[config.mk]
export PLATFORM = sky130hd
export DESIGN_NAME = dma_irq_regbank
export DESIGN_NICKNAME = d
export VERILOG_FILES = /design/src/rtl/dma_irq_pkg.sv /design/src/rtl/dma_irq_decode.sv /design/src/rtl/dma_wen_reg.sv /design/src/rtl/dma_irq_class.sv /design/src/rtl/dma_irq_regbank.sv
export SDC_FILE = /design/constraint.sdc
export NUM_CORES = 1
export LEC_CHECK = 0
export BUFFER_PORTS_ARGS = -buffer_cell sky130_fd_sc_hd__clkbuf_2
export CORE_ASPECT_RATIO = 1.75
export CORE_MARGIN = 2
export CORE_UTILIZATION = 56
export DETAILED_ROUTE_END_ITERATION = 8
export GPL_ROUTABILITY_DRIVEN = 0
export PLACE_DENSITY_LB_ADDON = 0.05
export SYNTH_ARGS = -nofsm -noshare
export SYNTH_HDL_FRONTEND = slang
export SYNTH_SLANG_ARGS = --single-unit
[constraint.sdc]
create_clock -name clk -period 4.7 [get_ports clk]
set_input_delay 0.705 -clock clk [delete_from_list [all_inputs] [get_ports clk]]
set_output_delay 0.705 -clock clk [all_outputs]
set_load 0.01 [all_outputs]
[src/rtl/dma_irq_pkg.sv]
package dma_irq_pkg;

    localparam int REG_AW       = 12;
    localparam int WE_LSB       = 8;
    localparam int CLASS_STRIDE = 8;

    localparam logic [REG_AW-1:0] OFF_RAW     = 12'h2C0;
    localparam logic [REG_AW-1:0] OFF_STATUS  = 12'h2E8;
    localparam logic [REG_AW-1:0] OFF_MASK    = 12'h310;
    localparam logic [REG_AW-1:0] OFF_CLEAR   = 12'h338;
    localparam logic [REG_AW-1:0] OFF_SUMMARY = 12'h360;
    localparam logic [REG_AW-1:0] OFF_CFG     = 12'h398;
    localparam logic [REG_AW-1:0] OFF_CHEN    = 12'h3A0;

    // Class order fixes the summary bit positions
    typedef enum logic [2:0] {
        EVC_XFER    = 3'd0,
        EVC_BLOCK   = 3'd1,
        EVC_SRC_TXN = 3'd2,
        EVC_DST_TXN = 3'd3,
        EVC_ERR     = 3'd4
    } evt_class_e;

    typedef enum logic [2:0] {
        RG_NONE,
        RG_RAW,
        RG_STATUS,
        RG_MASK,
        RG_CLEAR,
        RG_SUMMARY,
        RG_CFG,
        RG_CHEN
    } reg_group_e;

    typedef struct packed {
        reg_group_e grp;
        logic [2:0] cls;
    } reg_sel_t;

    function automatic logic in_class_window(input logic [REG_AW-1:0] addr,
                                             input logic [REG_AW-1:0] base,
                                             input int ncls);
        logic [REG_AW-1:0] rel;
        rel = addr - base;
        return (addr >= base) && (rel < REG_AW'(ncls * CLASS_STRIDE)) &&
               (rel[2:0] == 3'b000);
    endfunction

    function automatic logic [2:0] class_of(input logic [REG_AW-1:0] addr,
                                            input logic [REG_AW-1:0] base);
        logic [REG_AW-1:0] rel;
        rel = addr - base;
        return rel[5:3];
    endfunction

endpackage

[src/rtl/dma_irq_decode.sv]
module dma_irq_decode
    import dma_irq_pkg::*;
#(
    parameter int NUM_CLASS = 5
) (
    input  logic [REG_AW-1:0] addr,
    output reg_sel_t          sel
);

    always_comb begin
        sel.grp = RG_NONE;
        sel.cls = '0;
        if (in_class_window(addr, OFF_RAW, NUM_CLASS)) begin
            sel.grp = RG_RAW;
            sel.cls = class_of(addr, OFF_RAW);
        end else if (in_class_window(addr, OFF_STATUS, NUM_CLASS)) begin
            sel.grp = RG_STATUS;
            sel.cls = class_of(addr, OFF_STATUS);
        end else if (in_class_window(addr, OFF_MASK, NUM_CLASS)) begin
            sel.grp = RG_MASK;
            sel.cls = class_of(addr, OFF_MASK);
        end else if (in_class_window(addr, OFF_CLEAR, NUM_CLASS)) begin
            sel.grp = RG_CLEAR;
            sel.cls = class_of(addr, OFF_CLEAR);
        end else if (addr == OFF_SUMMARY) begin
            sel.grp = RG_SUMMARY;
        end else if (addr == OFF_CFG) begin
            sel.grp = RG_CFG;
        end else if (addr == OFF_CHEN) begin
            sel.grp = RG_CHEN;
        end
    end

endmodule

[src/rtl/dma_wen_reg.sv]
module dma_wen_reg #(
    parameter int W = 8
) (
    input  logic         clk,
    input  logic         rst,
    input  logic         wr,
    input  logic [W-1:0] we,
    input  logic [W-1:0] val,
    output logic [W-1:0] q
);

    always_ff @(posedge clk) begin
        if (rst) begin
            q <= '0;
        end else if (wr) begin
            q <= (q & ~we) | (val & we);
        end
    end


    keep_unselected_chk: assert property (@(posedge clk) disable iff (rst)
        wr |=> (((q ^ $past(q)) & ~$past(we)) == '0));


    load_selected_chk: assert property (@(posedge clk) disable iff (rst)
        wr |=> (((q ^ $past(val)) & $past(we)) == '0));

endmodule

[src/rtl/dma_irq_class.sv]
module dma_irq_class #(
    parameter int NUM_CH = 8
) (
    input  logic              clk,
    input  logic              rst,
    input  logic [NUM_CH-1:0] ev,
    input  logic              clr_wr,
    input  logic [NUM_CH-1:0] clr_bits,
    input  logic              mask_wr,
    input  logic [NUM_CH-1:0] mask_we,
    input  logic [NUM_CH-1:0] mask_val,
    output logic [NUM_CH-1:0] raw,
    output logic [NUM_CH-1:0] mask,
    output logic [NUM_CH-1:0] status
);

    logic [NUM_CH-1:0] ack;

    assign ack = clr_wr ? clr_bits : '0;

    // New events are ORed in after the acknowledge, so they win
    always_ff @(posedge clk) begin
        if (rst) begin
            raw <= '0;
        end else begin
            raw <= (raw & ~ack) | ev;
        end
    end

    dma_wen_reg #(.W(NUM_CH)) u_mask (
        .clk (clk),
        .rst (rst),
        .wr  (mask_wr),
        .we  (mask_we),
        .val (mask_val),
        .q   (mask)
    );

    assign status = raw & mask;


    ev_sets_raw_chk: assert property (@(posedge clk) disable iff (rst)
        (|ev) |=> ((raw & $past(ev)) == $past(ev)));


    clr_drops_raw_chk: assert property (@(posedge clk) disable iff (rst)
        clr_wr |=> ((raw & $past(clr_bits & ~ev)) == '0));


    raw_sticky_chk: assert property (@(posedge clk) disable iff (rst)
        !clr_wr |=> ((raw & $past(raw)) == $past(raw)));

endmodule

[src/rtl/dma_irq_regbank.sv]
module dma_irq_regbank
    import dma_irq_pkg::*;
#(
    parameter int NUM_CH    = 8,
    parameter int NUM_CLASS = 5,
    parameter int DATA_W    = 32
) (
    input  logic                        clk,
    input  logic                        rst,
    input  logic                        reg_wr,
    input  logic [REG_AW-1:0]           reg_addr,
    input  logic [DATA_W-1:0]           reg_wdata,
    output logic [DATA_W-1:0]           reg_rdata,
    input  logic [NUM_CLASS*NUM_CH-1:0] ev_pulse,
    output logic [NUM_CH-1:0]           ch_enable,
    output logic                        ctrl_enable,
    output logic                        irq
);

    localparam int WE_HI = WE_LSB + NUM_CH;

    reg_sel_t          sel;
    logic [NUM_CH-1:0] wr_val;
    logic [NUM_CH-1:0] wr_en_bits;
    logic [NUM_CH-1:0] raw_all    [NUM_CLASS];
    logic [NUM_CH-1:0] mask_all   [NUM_CLASS];
    logic [NUM_CH-1:0] status_all [NUM_CLASS];
    logic [NUM_CLASS-1:0] summary;
    logic              unused_wdata_hi;

    assign wr_val          = reg_wdata[NUM_CH-1:0];
    assign wr_en_bits      = reg_wdata[WE_HI-1:WE_LSB];
    assign unused_wdata_hi = ^reg_wdata[DATA_W-1:WE_HI];

    dma_irq_decode #(.NUM_CLASS(NUM_CLASS)) u_dec (
        .addr (reg_addr),
        .sel  (sel)
    );

    for (genvar k = 0; k < NUM_CLASS; k++) begin : g_class
        logic hit;
        assign hit = reg_wr && (sel.cls == 3'(k));

        dma_irq_class #(.NUM_CH(NUM_CH)) u_cls (
            .clk      (clk),
            .rst      (rst),
            .ev       (ev_pulse[k*NUM_CH +: NUM_CH]),
            .clr_wr   (hit && (sel.grp == RG_CLEAR)),
            .clr_bits (wr_val),
            .mask_wr  (hit && (sel.grp == RG_MASK)),
            .mask_we  (wr_en_bits),
            .mask_val (wr_val),
            .raw      (raw_all[k]),
            .mask     (mask_all[k]),
            .status   (status_all[k])
        );

        assign summary[k] = |status_all[k];
    end

    assign irq = |summary;

    always_ff @(posedge clk) begin
        if (rst) begin
            ctrl_enable <= 1'b0;
        end else if (reg_wr && (sel.grp == RG_CFG)) begin
            ctrl_enable <= reg_wdata[0];
        end
    end

    dma_wen_reg #(.W(NUM_CH)) u_chen (
        .clk (clk),
        .rst (rst),
        .wr  (reg_wr && (sel.grp == RG_CHEN)),
        .we  (wr_en_bits),
        .val (wr_val),
        .q   (ch_enable)
    );

    always_comb begin
        reg_rdata = '0;
        case (sel.grp)
            RG_RAW:     reg_rdata = DATA_W'(raw_all[sel.cls]);
            RG_STATUS:  reg_rdata = DATA_W'(status_all[sel.cls]);
            RG_MASK:    reg_rdata = DATA_W'(mask_all[sel.cls]);
            RG_SUMMARY: reg_rdata = DATA_W'(summary);
            RG_CFG:     reg_rdata = DATA_W'(ctrl_enable);
            RG_CHEN:    reg_rdata = DATA_W'(ch_enable);
            default:    reg_rdata = '0;
        endcase
    end


    cfg_load_chk: assert property (@(posedge clk) disable iff (rst)
        (reg_wr && (sel.grp == RG_CFG)) |=> (ctrl_enable == $past(reg_wdata[0])));


    irq_from_status_chk: assert property (@(posedge clk) disable iff (rst)
        irq |-> (reg_addr != OFF_SUMMARY || reg_rdata != '0));

endmodule

==> flow_metrics.env, run 1 <==
export IMPL_status="finished, final reports clean"
export IMPL_post_route_min_period_ns=4.68
export IMPL_antenna_found_initial=0
export IMPL_syn_mean_instance_area_um2=7.52
export IMPL_fill_cells=1005
export IMPL_drtIter0Drc=1045
export IMPL_vias=7176
export IMPL_port_buffers=88
export IMPL_initial_core_util_pct=57.0
export IMPL_utilization_pct=66.9
export IMPL_die_area_um2=11700
export IMPL_clk_pin_slew_worst_paths_ns=0.06
export IMPL_h_tree_depth=3
export IMPL_wl_um=25300
export IMPL_timing_fmax_mhz=213
export IMPL_die_y_um=142
export IMPL_slew_viol_final=0
export IMPL_regArea_um2=1780
export IMPL_seq_area_frac_synth_pct=29.4
export IMPL_crit_type="input pin to output port"
export IMPL_drtPass1Iterations=7
export IMPL_cts_root_buffer="clkbuf_16"
export IMPL_die_w_um=82.7
export IMPL_power_w=0.00175
export IMPL_async_flop_share_pct=0
export IMPL_syn_to_final_growth_pct=17.3
export IMPL_leakagePower_nw=2.96
export IMPL_via_per_inst=6.99
export IMPL_final_cell_mix="91 x a21oi_1, 89 x dfxtp_1, 86 x clkbuf_2, 74 x nand2_1, 55 x inv_1"
export IMPL_cts_buffers=9
export IMPL_coreArea_um2=10600
export IMPL_cts_tree="done"
export IMPL_timing_slew_headroom_pct=31.8
export IMPL_whs_path_depth=2
export IMPL_ff2ff_path_depth=2
export IMPL_worst_path_max_fanout=21
export IMPL_cp_arrival_ns=3.98
export IMPL_worstPathRequired_ns=3.99
export IMPL_period_share_pct=99.7
export IMPL_clock_skew_ns=0
export IMPL_grt_ovfl_total=0
export IMPL_power_per_cell_area_nw_per_um2=245
export IMPL_cts_hold_buf=0
export IMPL_ys_ff_latch=89
export IMPL_clk_path_buf_depth=2
export IMPL_clk_latency_ns=0.35
export IMPL_n_antenna_cell=0
export IMPL_grt_pass1_vias=6742
export IMPL_hp_class="flip-flop to flip-flop"
export IMPL_netlist_instances=806
export IMPL_mostFrequentLayoutCell="a21oi_1"
export IMPL_rows=50
export IMPL_maxCapViolCount=0
export IMPL_multi_input_area_um2=3830
export IMPL_cts_sinks=89
export IMPL_end_kind="output port"
export IMPL_pin_count=129
export IMPL_ys_flop_type="dfxtp_1"
export IMPL_synth_warnings=0
export IMPL_finalSetupTns_ns=0
export IMPL_grt_pass1_wl_um=37400
export IMPL_hold_violations=0
export IMPL_wire_per_inst_um=24.6
export IMPL_drive_gt1_share_pct=20.8
export IMPL_hpwl_um=18200
export IMPL_setup_viol=0
export IMPL_drc=0
export IMPL_start_kind="input pin"
export IMPL_fin_nets=987
export IMPL_grt_max_degree=47
export IMPL_grt_usage_pct=43.7
export IMPL_synth_edf_count=0
export IMPL_ant_nets=0
export IMPL_yosysUniqueCellTypes=67
export IMPL_tightest_slew_ns=1.01
export IMPL_peakVddDrop_v=0.000278
export IMPL_netlist_area_um2=6060
## final timing paths
| kind | startpoint | endpoint | slack, ns |
|---|---|---|---|
| max | reg_addr[4] | reg_rdata[1] | 0.02 |
| min | g_class[0].u_cls.raw[4] | g_class[0].u_cls.raw[4] | 0.49 |
| max reg2reg | flip-flop | flip-flop | 3.80 |
| min reg2reg | g_class[0].u_cls.raw[4] | g_class[0].u_cls.raw[4] | 0.49 |
## cell usage after synthesis (3+ instances only)
| master | instances | area (µm²) |
|---|---|---|
| clkbuf_1 | 41 | 154 |
| nand3_1 | 54 | 270 |
| and4_1 | 3 | 26.3 |
| ha_1 | 7 | 87.6 |
| a22o_1 | 3 | 26.3 |
| a221oi_1 | 5 | 43.8 |
| inv_1 | 57 | 214 |
| a31oi_1 | 3 | 18.8 |
| o21ai_1 | 12 | 60.1 |
| o41ai_1 | 8 | 70.1 |
| o211ai_1 | 4 | 30.0 |
| a22oi_1 | 14 | 105 |
| o22ai_1 | 10 | 62.6 |
| buf_4 | 27 | 203 |
| and3_1 | 7 | 43.8 |
| o21a_1 | 5 | 37.5 |
| dfxtp_1 | 89 | 1780 |
| or3_1 | 4 | 25.0 |
| nor3_1 | 11 | 55.1 |
| a21oi_1 | 92 | 460 |
| a211oi_1 | 9 | 67.6 |
| nand2_1 | 74 | 278 |
| nor3b_1 | 5 | 37.5 |
| and2_1 | 11 | 68.8 |
| a21o_1 | 12 | 90.1 |
| o21ai_0 | 40 | 200 |
| nor4_1 | 8 | 50.1 |
| nor2_1 | 23 | 86.3 |
| nand2b_1 | 4 | 25.0 |
| or4_1 | 9 | 67.6 |
| o31ai_1 | 43 | 323 |
| mux2_2 | 4 | 45.0 |
| buf_2 | 10 | 50.1 |
| nand4_1 | 16 | 100 |
| mux2i_1 | 39 | 390 |
## worst max-delay path, stage by stage
cell and delay (ns):
clkbuf_2 0.12, clkinvlp_4 0.17, buf_4 0.19, ha_4 0.22
buf_4 0.14, inv_1 0.17, a21o_1 0.17, nand4_1 0.30
o221ai_2 0.34, o21ai_4 0.12, buf_12 0.18, mux2i_1 0.17
a222oi_1 0.28, or4b_1 0.53, clkbuf_2 0.16
## power by group
part           switching [W]  internal, W
logic               0.000137    0.0000757
registers          0.0000319     0.000779
clock network       0.000310     0.000412
total               0.000479      0.00127
## metrics by stage
| stage | worst slack, ns | instances | hold WS, ns | area, µm² |
|---|---|---|---|---|
| floorplan | 0.292 | 829 | 0.452 | 6150 |
| global placement | 0.0808 | 1001 | 0.472 | 6620 |
| detailed placement | 0.0398 | 1001 | 0.481 | 6620 |
| CTS | 0.0142 | 1016 | 0.489 | 6910 |
| global route | -0.124 | 1027 | 0.514 | 7110 |
| finish | 0.0158 | 1027 | 0.492 | 7110 |
## routing by layer
metal / global-route usage (%) / vias to the layer above / part of all wire, %
met5: 0 / - / 0
met4: 34.9 / 0 / 9.6
met3: 16.1 / 178 / 10
li1: - / 3112 / -
met1: 45.5 / 3337 / 33
met2: 68.6 / 549 / 48
## layout make-up
type / count / share of cell area, %
well taps: 130 / 2.29
multi-input cells: 601 / 53.9
flip-flops and latches: 89 / 25.1
repair buffers: 135 / 11.5
clock buffers: 9 / 3.17
clock inverters: 6 / 0.950
inverters: 57 / 3.11
## timing repair
item	CTS	global route
setup endpoints to repair	0	8
gates resized for setup	0	34
buffers inserted	0	10
## kinds of logic (layout without fill, tap and decap cells)
group / count (synthesis) / count (layout) / share of synthesized area [%]
and+or+nand+nor: 244 / 245 / 21.1
xor gates and xnor gates: 4 / 4 / 0.578
DFF: 89 / 89 / 29.4
other: 1 / 24 / 0.0619
AOI/OAI and AO/OA: 278 / 278 / 29.3
buffers and inverters: 140 / 207 / 11.0
muxes: 43 / 43 / 7.18
adders and majority gates: 7 / 7 / 1.44
Power figures use the tool's default switching activity.
==> inputs of run 2 (changes only) <==
==> constraint.sdc (replaced) <==
create_clock -name clk -period 4.7 [get_ports clk]
set_input_delay 0.47 -clock clk [delete_from_list [all_inputs] [get_ports clk]]
set_output_delay 0.47 -clock clk [all_outputs]
set_load 0.01 [all_outputs]
==> flow_metrics.env, run 2 (synthesis results as in run 1) <==
export IMPL_power_w=0.00184
export IMPL_cts_tree="done"
export IMPL_timing_fmax_mhz=223
export IMPL_pre_cts_slack_ns=0.178
export IMPL_cp_top_family="simple AND/OR/NAND/NOR gates"
export IMPL_antenna_found_initial=1
export IMPL_grt_ovfl_total=0
export IMPL_end_kind="output port"
export IMPL_rows=50
export IMPL_peakVddDrop_v=0.000255
export IMPL_post_route_min_period_ns=4.48
export IMPL_dp_cells=987
export IMPL_h_tree_depth=3
export IMPL_setup_ws_ns=0.220
export IMPL_leakagePower_nw=2.86
export IMPL_path_buf_inv=5
export IMPL_pin_count=129
export IMPL_worstPathRequired_ns=4.23
export IMPL_power_per_cell_area_nw_per_um2=268
export IMPL_finalSetupTns_ns=0
export IMPL_setup_viol=0
export IMPL_final_cell_mix="92 x a21oi_1, 89 x dfxtp_1, 88 x clkbuf_2, 74 x nand2_1, 57 x inv_1"
export IMPL_use_met1_pct=45.8
export IMPL_gr_usage_met2_pct=67.5
export IMPL_cts_sinks=89
export IMPL_cts_buffers=9
export IMPL_initial_core_util_pct=57.0
export IMPL_hold_violations=0
export IMPL_crit_type="input pin to output port"
export IMPL_mostFrequentLayoutCell="a21oi_1"
export IMPL_busiest_layer="met2"
export IMPL_worst_path_max_fanout=9
export IMPL_timing_slew_headroom_pct=23.7
export IMPL_slew_viol_final=0
export IMPL_maxCapViolCount=0
export IMPL_grt_pass1_vias=6824
export IMPL_ant_nets=0
export IMPL_cp_slowest_cell="or4b_1"
export IMPL_clk_pin_slew_worst_paths_ns=0.07
export IMPL_die_area_um2=11700
export IMPL_hp_class="input pin to flip-flop"
export IMPL_status="finished, final reports clean"
export IMPL_via_per_inst=6.91
export IMPL_die_y_um=142
export IMPL_wire_per_inst_um=24.3
export IMPL_clk_path_buf_depth=2
export IMPL_final_cells=1006
export IMPL_tightest_slew_ns=1.13
export IMPL_grt_pass1_wl_um=38500
export IMPL_wl_um=24400
export IMPL_syn_to_final_growth_pct=13.5
export IMPL_drtIter0Drc=1031
export IMPL_clock_skew_ns=0
export IMPL_drtPass1Iterations=7
export IMPL_period_share_pct=95.3
export IMPL_clk_latency_ns=0.34
export IMPL_die_w_um=82.7
export IMPL_fin_nets=964
export IMPL_vias=6953
export IMPL_critical_path_max_stage_delay_ns=0.54
export IMPL_grt_max_degree=90
export IMPL_drive_gt1_share_pct=16.3
export IMPL_grt_usage_pct=44.5
export IMPL_cp_cell_sequence="clkbuf_2 > inv_1 > ha_1 > a21o_1 > nor3b_1 > o211ai_1 > buf_4 > or4_1 > and3_1 > buf_4 > a211oi_1 > a211oi_1 > or4b_1 > clkbuf_2"
export IMPL_rsz0062_at_grt="no"
export IMPL_start_kind="input pin"
export IMPL_cts_root_buffer="clkbuf_16"
export IMPL_port_buffers=88
export IMPL_drc=0
export IMPL_coreArea_um2=10600
export IMPL_cp_arrival_ns=4.01
export IMPL_grt_use_met3_pct=22.1
export IMPL_hpwl_um=17400
run 2: what timing repair did:
item / 4_1_cts / 5_1_grt
hold buffers: 0 / 0
resized for setup: 0 / 3
hold endpoints to repair: 0 / 0
endpoints found under the setup margin: 0 / 7
buffers inserted: 0 / 2
run 2: path summary, 6_finish.rpt:
path | startpoint | end | slack [ns] | cells past startpoint
max | reg_addr[4] | reg_rdata[1] | 0.22 | 14
max reg2reg | flip-flop | flip-flop | 3.80 | 2
min | ev_pulse[18] | g_class[2].u_cls.raw[2] | 0.33 | 3
min reg2reg | g_class[1].u_cls.raw[7] | g_class[1].u_cls.raw[7] | 0.50 | 2
run 2: routing by layer:
layer,vias up,wire length (µm)
met2,494,11800
met1,3219,7830
met3,187,2550
li1,3053,-
met5,-,0
met4,0,2220
run 2: area by class of cell:
cell class | instances | area, µm²
diodes | 1 | 2.50
clock buffers | 10 | 229
clock inverters | 6 | 115
fillers | 1018 | 3760
inverters | 57 | 214
multi-input cells | 600 | 3730
flip-flops and latches | 89 | 1780
well taps | 130 | 163
repair buffers | 113 | 641
run 2: worst min-delay path, stage by stage:
cell and delay [ns]:
clkbuf_2 0.08, inv_1 0.04, a21oi_1 0.04
run 2: metrics by stage:
step / utilization, % / hold WS, ns / instance area (µm²)
after global placement: 61.1 / 0.476 / 6500
after CTS: 64.3 / 0.334 / 6840
after global routing: 64.7 / 0.325 / 6880
final: 64.7 / 0.328 / 6880
after detailed placement: 61.1 / 0.483 / 6500
after floorplan: - / 0.452 / 6150
run 2: where the power goes:
part	switching [W]	internal, W	total, W
Combinational	0.000128	0.0000673	0.000196
Clock	0.000312	0.000523	0.000835
Sequential	0.0000325	0.000779	0.000811
Total	0.000473	0.00137	0.00184
==> inputs of run 3 (changes only) <==
--- a/config.mk
+++ b/config.mk
@@ -11,6 +11,7 @@
 export CORE_UTILIZATION = 56
 export DETAILED_ROUTE_END_ITERATION = 8
 export GPL_ROUTABILITY_DRIVEN = 0
+export GPL_TIMING_DRIVEN = 0
 export PLACE_DENSITY_LB_ADDON = 0.05
 export SYNTH_ARGS = -nofsm -noshare
 export SYNTH_HDL_FRONTEND = slang
==> flow_metrics.env, run 3 (synthesis results as in run 1) <==
export IMPL_clk_pin_slew_worst_paths_ns=0.07
export IMPL_drtIter0Drc=947
export IMPL_vias=7302
export IMPL_placed_cell_area_um2=6740
export IMPL_grt_max_degree=14
export IMPL_crit_type="input pin to output port"
export IMPL_syn_to_final_growth_pct=17.9
export IMPL_clk_path_buf_depth=2
export IMPL_grt_pass1_vias=7133
export IMPL_mostFrequentLayoutCell="a21oi_1"
export IMPL_slew_viol_final=0
export IMPL_cp_arrival_ns=4.06
export IMPL_drive_gt1_share_pct=18.2
export IMPL_setup_ws_ns=0.171
export IMPL_post_route_min_period_ns=4.53
export IMPL_die_w_um=82.7
export IMPL_pin_count=129
export IMPL_h_tree_depth=3
export IMPL_hp_class="input pin to flip-flop"
export IMPL_end_kind="output port"
export IMPL_final_cell_mix="92 x a21oi_1, 90 x clkbuf_2, 89 x dfxtp_1, 74 x nand2_1, 56 x inv_1"
export IMPL_path_buf_inv=6
export IMPL_clock_skew_ns=0
export IMPL_port_buffers=85
export IMPL_hold_violations=0
export IMPL_drtPass1Iterations=7
export IMPL_status="finished, final reports clean"
export IMPL_tightest_slew_ns=1.03
export IMPL_timing_slew_headroom_pct=30.4
export IMPL_clk_latency_ns=0.34
export IMPL_period_share_pct=96.4
export IMPL_grt_ovfl_total=0
export IMPL_cts_tree="done"
export IMPL_cts_buffers=9
export IMPL_cp_slowest_cell="or4_1"
export IMPL_antenna_found_initial=1
export IMPL_rows=50
export IMPL_cp_top_family="simple AND/OR/NAND/NOR gates"
export IMPL_cts_root_buffer="clkbuf_16"
export IMPL_setup_viol=0
export IMPL_critical_path_max_stage_delay_ns=0.65
export IMPL_coreArea_um2=10600
export IMPL_hpwl_um=18900
export IMPL_wire_per_inst_um=23.9
export IMPL_grt_usage_pct=45.1
export IMPL_grt_pass1_wl_um=38700
export IMPL_die_y_um=142
export IMPL_fin_nets=1027
export IMPL_pre_cts_slack_ns=-0.0985
export IMPL_leakagePower_nw=3.01
export IMPL_whs_ns=0.325
export IMPL_start_kind="input pin"
export IMPL_final_area_um2=7150
export IMPL_drc=0
export IMPL_timing_fmax_mhz=221
export IMPL_n_antenna_cell=0
export IMPL_ant_nets=0
export IMPL_wl_um=25600
export IMPL_maxCapViolCount=0
export IMPL_initial_core_util_pct=57.0
export IMPL_die_area_um2=11700
export IMPL_cp_cell_sequence="clkbuf_2 > inv_1 > ha_1 > buf_4 > and4b_4 > a311oi_2 > o211ai_1 > or4_1 > and3_1 > buf_2 > buf_2 > mux2i_1 > o22ai_1 > or4_1 > clkbuf_2"
export IMPL_via_per_inst=6.84
export IMPL_peakVddDrop_v=0.000263
export IMPL_cts_hold_buf=0
export IMPL_power_per_cell_area_nw_per_um2=244
export IMPL_worstPathRequired_ns=4.23
export IMPL_cts_sinks=89
export IMPL_worst_path_max_fanout=10
## run 3: timing repair
| item | in CTS | in global routing |
|---|---|---|
| hold endpoints to repair | 0 | 0 |
| setup endpoints to repair | 2 | 8 |
| pin swaps | 0 | 2 |
| setup buffers | 0 | 9 |
| resized for setup | 2 | 23 |
## run 3: worst paths after layout
check | start | end | slack (ns) | depth (start not counted)
hold / removal | ev_pulse[26] | g_class[3].u_cls.raw[2] | 0.33 | 3
setup reg to reg | flip-flop | flip-flop | 3.80 | 2
setup / recovery | reg_addr[4] | reg_rdata[5] | 0.17 | 15
hold reg to reg | g_class[0].u_cls.raw[7] | g_class[0].u_cls.raw[7] | 0.49 | 2
## run 3: stage by stage
step | utilization (%) | std cells | setup TNS (ns) | total power, W
6_report | 67.2 | 1067 | 0 | 0.00175
5_1_grt | 67.2 | 1067 | -0.250 | 0.00179
4_1_cts | 66.0 | 1059 | 0 | 0.00172
3_5_place_dp | 63.3 | 1044 | -0.0985 | 0.00104
3_3_place_gp | 63.3 | 1044 | 0 | 0.00103
2_1_floorplan | - | 829 | 0 | 0.000945
## run 3: layout make-up
type,instances,area [µm²]
sequential,89,1780
clock buffer,11,233
inverter,57,218
multi-input combinational,600,3730
tap,130,163
buffer,82,472
clock inverter,4,45.0
fill,974,3490
timing repair buffer,94,505
## run 3: layer usage
layer | global-route usage [%] | routed length (µm) | vias up
met2 | 69.0 | 11700 | 565
li1 | - | - | 3169
met3 | 20.1 | 2860 | 226
met5 | 0 | 0 | -
met4 | 37.5 | 2930 | 0
met1 | 45.5 | 8060 | 3342
## run 3: power breakdown
part	internal, W	leakage [nW]	switching [W]	total [W]
Combinational	0.0000842	2.14	0.000144	0.000228
Sequential	0.000779	0.730	0.0000337	0.000813
Clock	0.000407	0.139	0.000301	0.000707
Total	0.00127	3.01	0.000478	0.00175
## run 3: worst min-delay path: cells and delay by family
kind                   cells  cell delay [ns]
buffers and inverters      2             0.12
AO/OA/AOI/OAI              1             0.05
